==> src/rtl/door_pkg.sv <==
package door_pkg;
  localparam int NUM_ST   = 8;
  localparam int ST_UNK   = 0;
  localparam int ST_OPEN  = 1;
  localparam int ST_DOWN  = 2;
  localparam int ST_CLOSE = 3;
  localparam int ST_UP    = 4;
  localparam int ST_STOP  = 5;
  localparam int ST_OVT   = 6;
  localparam int ST_MFLT  = 7;

  typedef logic [NUM_ST-1:0] state_t;

  function automatic state_t st_oh(int idx);
    state_t r;
    r = '0;
    r[idx] = 1'b1;
    return r;
  endfunction
endpackage

==> src/rtl/door_edge.sv <==
module door_edge (
  input  logic clk,
  input  logic rst,
  input  logic lvl_i,
  output logic rise_o
);
  logic lvl_q;

  always_ff @(posedge clk) begin
    if (rst) lvl_q <= 1'b0;
    else     lvl_q <= lvl_i;
  end

  assign rise_o = lvl_i & ~lvl_q;
endmodule

==> src/rtl/door_dwell.sv <==
module door_dwell #(
  parameter int DWELL_CYC = 1000
) (
  input  logic clk,
  input  logic rst,
  input  logic load_i,
  output logic done_o
);
  localparam int CW = $clog2(DWELL_CYC + 1);
  localparam logic [CW-1:0] LOAD_VAL = CW'(DWELL_CYC);

  logic [CW-1:0] cnt_q;

  always_ff @(posedge clk) begin
    if (rst)                cnt_q <= '0;
    else if (load_i)        cnt_q <= LOAD_VAL;
    else if (cnt_q != '0)   cnt_q <= cnt_q - 1'b1;
  end

  assign done_o = (cnt_q == '0);
endmodule

==> src/rtl/door_fsm.sv <==
module door_fsm
  import door_pkg::*;
(
  input  logic   clk,
  input  logic   rst,
  input  logic   rise_i,
  input  logic   estop_ok_i,
  input  logic   lim_closed_i,
  input  logic   lim_open_i,
  input  logic   overtravel_i,
  input  logic   motor_fault_i,
  input  logic   dwell_done_i,
  output logic   dwell_load_o,
  output state_t state_o
);
  state_t st_q, st_d;
  logic   last_up_q;
  logic   go;

  assign go = rise_i & estop_ok_i & dwell_done_i;

  always_comb begin
    st_d = st_q;
    if (st_q[ST_UNK]) begin
      if (lim_closed_i && lim_open_i) st_d = st_oh(ST_OVT);
      else if (lim_closed_i)          st_d = st_oh(ST_CLOSE);
      else if (lim_open_i)            st_d = st_oh(ST_OPEN);
    end else if (st_q[ST_OPEN]) begin
      if (go) st_d = st_oh(ST_DOWN);
    end else if (st_q[ST_CLOSE]) begin
      if (go) st_d = st_oh(ST_UP);
    end else if (st_q[ST_STOP]) begin
      if (go) st_d = last_up_q ? st_oh(ST_DOWN) : st_oh(ST_UP);
    end else if (st_q[ST_DOWN] || st_q[ST_UP]) begin
      if (motor_fault_i)                   st_d = st_oh(ST_MFLT);
      else if (overtravel_i)               st_d = st_oh(ST_OVT);
      else if (!estop_ok_i)                st_d = st_oh(ST_STOP);
      else if (st_q[ST_DOWN] && lim_closed_i) st_d = st_oh(ST_CLOSE);
      else if (st_q[ST_UP] && lim_open_i)     st_d = st_oh(ST_OPEN);
      else if (rise_i)                     st_d = st_oh(ST_STOP);
    end
  end

  assign dwell_load_o = (st_d != st_q) &&
                        (st_d[ST_OPEN] || st_d[ST_CLOSE] || st_d[ST_STOP]);

  always_ff @(posedge clk) begin
    if (rst) begin
      st_q      <= st_oh(ST_UNK);
      last_up_q <= 1'b0;
    end else begin
      st_q <= st_d;
      if (st_q[ST_UP])        last_up_q <= 1'b1;
      else if (st_q[ST_DOWN]) last_up_q <= 1'b0;
    end
  end

  assign state_o = st_q;
endmodule

==> src/rtl/door_ctrl.sv <==
module door_ctrl
  import door_pkg::*;
#(
  parameter int DWELL_CYC = 1000
) (
  input  logic              clk,
  input  logic              rst,
  input  logic              btn_i,
  input  logic              estop_ok_i,
  input  logic              lim_closed_i,
  input  logic              lim_open_i,
  input  logic              overtravel_i,
  input  logic              motor_fault_i,
  output logic              motor_run_o,
  output logic              dir_up_o,
  output logic              fault_o,
  output logic [NUM_ST-1:0] state_o
);
  logic   rise, dwell_load, dwell_done;
  state_t st;

  door_edge u_edge (
    .clk    (clk),
    .rst    (rst),
    .lvl_i  (btn_i),
    .rise_o (rise)
  );

  door_dwell #(.DWELL_CYC(DWELL_CYC)) u_dwell (
    .clk    (clk),
    .rst    (rst),
    .load_i (dwell_load),
    .done_o (dwell_done)
  );

  door_fsm u_fsm (
    .clk           (clk),
    .rst           (rst),
    .rise_i        (rise),
    .estop_ok_i    (estop_ok_i),
    .lim_closed_i  (lim_closed_i),
    .lim_open_i    (lim_open_i),
    .overtravel_i  (overtravel_i),
    .motor_fault_i (motor_fault_i),
    .dwell_done_i  (dwell_done),
    .dwell_load_o  (dwell_load),
    .state_o       (st)
  );

  assign motor_run_o = st[ST_DOWN] | st[ST_UP];
  assign dir_up_o    = st[ST_UP];
  assign fault_o     = st[ST_OVT] | st[ST_MFLT];
  assign state_o     = st;
endmodule

==> config.mk <==
export PLATFORM = sky130hd
export DESIGN_NAME = door_ctrl
export DESIGN_NICKNAME = d
export VERILOG_FILES = /design/src/rtl/door_pkg.sv /design/src/rtl/door_edge.sv /design/src/rtl/door_dwell.sv /design/src/rtl/door_fsm.sv /design/src/rtl/door_ctrl.sv
export SDC_FILE = /design/constraint.sdc
export NUM_CORES = 1
export LEC_CHECK = 0
export ABC_AREA = 1
export BUFFER_PORTS_ARGS = -buffer_cell sky130_fd_sc_hd__buf_2
export CAP_MARGIN = 20
export CORE_MARGIN = 4
export CORE_UTILIZATION = 25
export CTS_CLUSTER_DIAMETER = 120
export DETAILED_ROUTE_END_ITERATION = 16
export PLACE_DENSITY = 0.37
export SETUP_SLACK_MARGIN = 0.02
export SYNTH_ARGS = -nofsm -noshare
export SYNTH_HDL_FRONTEND = slang
export SYNTH_SLANG_ARGS = --single-unit
==> constraint.sdc <==
create_clock -name clk -period 2.25 [get_ports clk]
set_input_delay 0.3375 -clock clk [delete_from_list [all_inputs] [get_ports clk]]
set_output_delay 0.3375 -clock clk [all_outputs]
set_load 0.05 [all_outputs]
# [Word-level counts from Yosys, hierarchy flattened]
# Cells that the tools add are included.
[op_classes] eq_ne=1 n_reduce_logical=12 addsub=1 mux=22 bitwise_logic=6
[op_table] cell="8-bit 2-to-1 mux" n=17
[op_table] cell="10-bit 2-to-1 mux" n=2
[op_table] cell="10-bit zero test" n=1
[op_table] cell="10-bit nonzero test" n=1
[op_table] cell="10-bit by 1-bit subtractor with 10-bit output (second input constant)" n=1
[op_table] cell="8-bit inequality test" n=1
[op_table] cell="5-bit 2-to-1 mux" n=1
[op_table] cell="1-bit logical AND" n=4
[op_table] cell="2-bit nonzero test" n=2
[op_table] cell="1-bit bitwise AND" n=3
[op_table] cell="1-bit logical OR" n=3
[op_table] cell="1-bit 2-to-1 mux" n=2
[op_table] cell="1-bit OR" n=2
[op_table] cell="2-bit OR reduction" n=1
[op_table] cell="1-bit inverter" n=1
[totals] ff_bits=20 elab_cells=47 output_inout_bits=11 in_bits=8

# [Depth between registers and ports, before layout]
[logic_depth] depth_word=17 mapped_depth=18 mapped_depth_nobuf=18

# [By module]
# From an unflattened synthesis, not the netlist that was laid out.
[hier_totals] hier_cells=241 area_unflattened_um2=1417.6
[modules_own_cells] module="door_fsm" cells_each=152 n_inst=1 area_per_inst_um2=808.3 seq_area_each_um2=180.2
[modules_own_cells] module="door_dwell" cells_each=78 n_inst=1 area_per_inst_um2=548.0 seq_area_each_um2=200.2
[modules_own_cells] module="door_edge" cells_each=4 n_inst=1 area_per_inst_um2=31.3 seq_area_each_um2=20.0
[modules_own_cells] module="door_ctrl" cells_each=7 n_inst=1 area_per_inst_um2=30.0 seq_area_each_um2=0.0

# [Worst setup path before layout]
# No wires, ideal clock.
[synth_path] path_type="flip-flop to flip-flop" start="reg u_fsm.st_q[2] (netlist: u_fsm.state_o[2])" end="reg u_dwell.cnt_q[1]" required_ps=2188 arrival_ps=2051 period_less_slack_ps=2113 path_stages_with_launch=17 setup_time_ps=62 n_path_buf=0 setup_slack_ps=137 cell_sequence="dfxtp_1 inv_2 nand2_4 nand2_4 nor2_1 nand3_1 nand3_2 nand2_2 nand2_1 nand2_1 inv_1 nand3_2 nor2_2 nand2_2 nand2_4 nand2_4 nor2_2"
[synth_between] elab_chain_cells=14 elab_cells_between_ends=24 cone_classes="eq/ne (1); mux (17); reduce/logical (6)"
[synth_rtl] item="from (decl)" line_no="door_fsm.sv:16" rtl="state_t st_q, st_d;"
[synth_rtl] item="from (signal assigned)" line_no="door_fsm.sv:49" rtl="st_q <= st_oh(ST_UNK);"
[synth_rtl] item="from (signal assigned)" line_no="door_fsm.sv:52" rtl="st_q <= st_d;"
[synth_rtl] item="8-bit 2-to-1 mux / 1-bit logical AND (equally long branches)" line_no="door_fsm.sv:40, door_fsm.sv:38"
[synth_rtl] item="8-bit 2-to-1 mux (on tied branches)" line_no="door_fsm.sv:39, door_fsm.sv:38"
[synth_rtl] item="8-bit 2-to-1 mux (on tied branches)" line_no="door_fsm.sv:38, door_fsm.sv:37"
[synth_rtl] item="8-bit 2-to-1 mux (on tied branches)" line_no="door_fsm.sv:37, door_fsm.sv:36"
[synth_rtl] item="8-bit 2-to-1 mux (on tied branches)" line_no="door_fsm.sv:36, door_fsm.sv:35"
[synth_rtl] item="8-bit 2-to-1 mux (on tied branches)" line_no="door_fsm.sv:35, door_fsm.sv:34"
[synth_rtl] item="8-bit 2-to-1 mux (on tied branches)" line_no="door_fsm.sv:34, door_fsm.sv:32"
[synth_rtl] item="8-bit 2-to-1 mux (on tied branches)" line_no="door_fsm.sv:32, door_fsm.sv:30"
[synth_rtl] item="8-bit 2-to-1 mux (on tied branches)" line_no="door_fsm.sv:30, door_fsm.sv:28"
[synth_rtl] item="8-bit 2-to-1 mux (on tied branches)" line_no="door_fsm.sv:28, door_fsm.sv:24"
[synth_rtl] item="8-bit 2-to-1 mux / 1-bit logical OR (equally long branches)" line_no="door_fsm.sv:24, door_fsm.sv:45"
[synth_rtl] item="8-bit inequality test / 1-bit logical OR (equally long branches)" line_no="door_fsm.sv:44, door_fsm.sv:45"
[synth_rtl] item="1-bit logical AND (*)" line_no="door_fsm.sv:44" rtl="assign dwell_load_o = (st_d != st_q) &&"
[synth_rtl] item="2-bit OR reduction (no source line) (*)"
[synth_rtl] item="to (signal assigned)" line_no="door_dwell.sv:17" rtl="else if (cnt_q != '0) cnt_q <= cnt_q - 1'b1;"
[synth_rtl] item="to (decl)" line_no="door_dwell.sv:12" rtl="logic [CW-1:0] cnt_q;"
# Every way passes the cells marked *; elsewhere a longest branch is shown, timed or not.
# A chain may end at the register's enable or synchronous reset.

# [Final worst setup path]
[layout_path] start="reg u_dwell.cnt_q[0]" end="reg u_dwell.cnt_q[0]"
[layout_between] elab_chain_cells=11 elab_cells_between_ends=16 cone_classes="add/sub (1); eq/ne (1); mux (7); bitwise (1); reduce/logical (6)"
[layout_rtl] item="branches (longest 11 deep; another with 10-bit zero test)"
# Several ways; the timed one is not identified.

==> flow_summary.ini <==
[critical_path]
slowest_delay_ps = 300
cp-startpoint = u_dwell.cnt_q[0]
arrival_ps = 2210
cp-start-kind = flop
critPathBufInv = 1
critPathSlowestCell = dfxtp_1
crit_fanout = 8
critical_path.top_delay_family = simple AND/OR/NAND/NOR gates
end_kind = flop
r2r_start = u_dwell.cnt_q[0]
cp_data_required_time_ps = 2460
critPathKind = reg2reg
crit_chain = inv_1 > ha_1 > nand2_1 > nor2_4 > nand3_4 > nand3_1 > nand2_1 > nand3_1 > nand2_1 > nor2_2 > nand3_2 > nor2_2 > nand2_2 > nand2_4 > nand2_4 > nor2_2

[global_route]
grt_usage = 0.1176
use_met1 = 0.1759
global_route.usage.met3 = 0.02233
grt-busiest-layer = met1
met2_usage = 0.1702
first_global_vias = 1412
grt_remaining_overflow = 0
antenna_found_initial = 0
grt_max_degree = 17
grt_pass1_wl_mm = 6.969

[drt]
drc_errors = 0
first_pass_iters = 4
ant_nets = 0
drt_iter0_drc = 85
via_per_inst = 4.488
wl_per_cell_um = 12.23
wl_mm = 3.963
vias = 1454

[layout]
layout_commonest_cell = nand2_1
layout_common_cells = 54 x nand2_1, 28 x nor2_1, 26 x inv_1, 21 x nand3_1
instances_no_fill = 324
final_nets = 263
post-route-cell-area_sq_um = 1707
nFillCells = 639
syn2layout_area_growth_pct = 14.33
antenna_cells = 0
layout-drive-gt1-share = 0.2302

[hold_path]
hp-start = btn_i
hp-class = in2reg

[sta]
worst_slack_ps = 245.0
slew_violations = 0
slew_headroom = 0.6736
finalClockSkew_ps = 2.418
tightest_slew_ps = 485.1
finalSetupTns_ps = 0
max_freq_mhz = 498.8
hold_viol_final = 0
final.min_clock_period_ps = 2005
finalCritPeriodShare = 0.8911
finalSetupViolCount = 0
rsz0062_at_grt = no

[clock_tree]
root_buffer = clkbuf_8
clk_pin_slew_ps = 80
clock-sinks = 20
cts.path.max_buffers = 2
cts_inserted_buffers = 3
cts_resized = 0
post_cts_buffers = 0
cts_tree = done
h-tree-depth = 1
cts_hold_buf = 0
clock_latency_ps = 260

[synthesis]
ys_seq_area_frac = 0.2682
synth_cell_type_count = 29
syn_inst = 235
syn_area_per_cell_sq_um = 6.352
synthAdderAreaFrac = 0.01676
synth_compound_area_frac = 0.09807
ys_ff_latch = 20
synth_top_family_by_area = simple AND/OR/NAND/NOR gates
yosysWarnings = 0
synth_area_sq_um = 1493
yosys.area_share.simple = 0.4719
synthMuxAreaShare = 0
synth_nets = 245
synthXorXnorAreaFrac = 0.02934

[floorplan]
dieHeight_um = 85.27
fp.dieW_um = 85.27
rows = 27
start_util = 0.2646
core_area_sq_um = 5642
die-area_sq_um = 7271
ioPinCount = 19

[pwr]
finalPower_mw = 1.227
p_per_area_nw_per_um2 = 718.9
ir_drop_uv = 217.7
total_leakage_power_nw = 0.8280

[outcome]
status = completed

[placement]
port_buffers = 18
pre_cts_slack_ps = 233.7
dp_hpwl_mm = 3.234
place_congestion = 0.7665
dpl_cell_area_sq_um = 1635
dp.cells = 320

[run]
cap_violations = 0
-- cell usage after synthesis (all sizes together) --
cell type / count / area share
xor2: 5 / 0.029
nor2: 39 / 0.13
a31oi: 1 / 0.0042
clkbuf: 4 / 0.018
nor3: 5 / 0.024
nand3: 24 / 0.096
nand3b: 1 / 0.0050
nand4: 2 / 0.0084
nand2: 66 / 0.20
a21oi: 20 / 0.067
nor4: 3 / 0.013
inv: 34 / 0.085
buf: 2 / 0.013
dfxtp: 20 / 0.27
o31ai: 1 / 0.0050
ha: 2 / 0.017
o21a: 1 / 0.0050
o21ai: 5 / 0.017
-- sequential cells by signal, summed over array words and instances (netlist names) --
| signal | count |
|---|---|
| u_dwell.cnt_q | 10 |
| u_edge.lvl_q | 1 |
| u_fsm.last_up_q | 1 |
| u_fsm.state_o | 8 |
-- worst min-delay path, stage by stage --
cell	delay, ps
buf_2	90
inv_1	50
nor2_1	70
-- area by class of cell --
class	count	area, sq um	share of cell area
Inverter	34	127.6	0.07478
Clock buffer	3	41.29	0.02419
Tap cell	72	90.09	0.05279
Clock inverter	1	30.03	0.01760
Sequential cell	20	400.4	0.2346
Timing Repair Buffer	19	97.59	0.05718
Multi-Input combinational cell	175	919.6	0.5389
-- worst paths after layout --
| path | end | slack [ps] | cells past startpoint |
|---|---|---|---|
| worst min register to register | u_fsm.last_up_q | 480 | 2 |
| worst min-delay path | u_edge.lvl_q | 310 | 3 |
| worst max register to register | u_dwell.cnt_q[0] | 250 | 16 |
| worst max-delay path | u_dwell.cnt_q[0] | 250 | 16 |
-- report_power, final --
| part | internal (mW) | switching (mW) | total [mW] |
|---|---|---|---|
| clock | 0.238 | 0.129 | 0.367 |
| sequential | 0.395 | 0.0397 | 0.435 |
| combinational | 0.140 | 0.285 | 0.425 |
-- metal layers --
layer  vias to the layer above  wire (um)
met4                         0         38
met1                       648       2244
met2                        22       1551
met3                         4        128
li1                        780          -
met5                         -          0
-- stage by stage --
stage | util | hold WS [ps]
finish | 0.3025 | 309.6
global route | 0.3025 | 319.8
CTS | 0.3025 | 300.2
detailed placement | 0.2899 | 481.5
global placement | 0.2899 | 479.1
floorplan | - | 441.1
-- cell families (layout without fill, tap and decap cells) --
logic type / after synthesis / count (layout)
buf+inv: 40 / 57
flops: 20 / 20
xor+xnor: 5 / 5
fa+ha+maj: 2 / 2
compound gates: 28 / 28
simple gates: 140 / 140
Power figures use the tool's default switching activity.
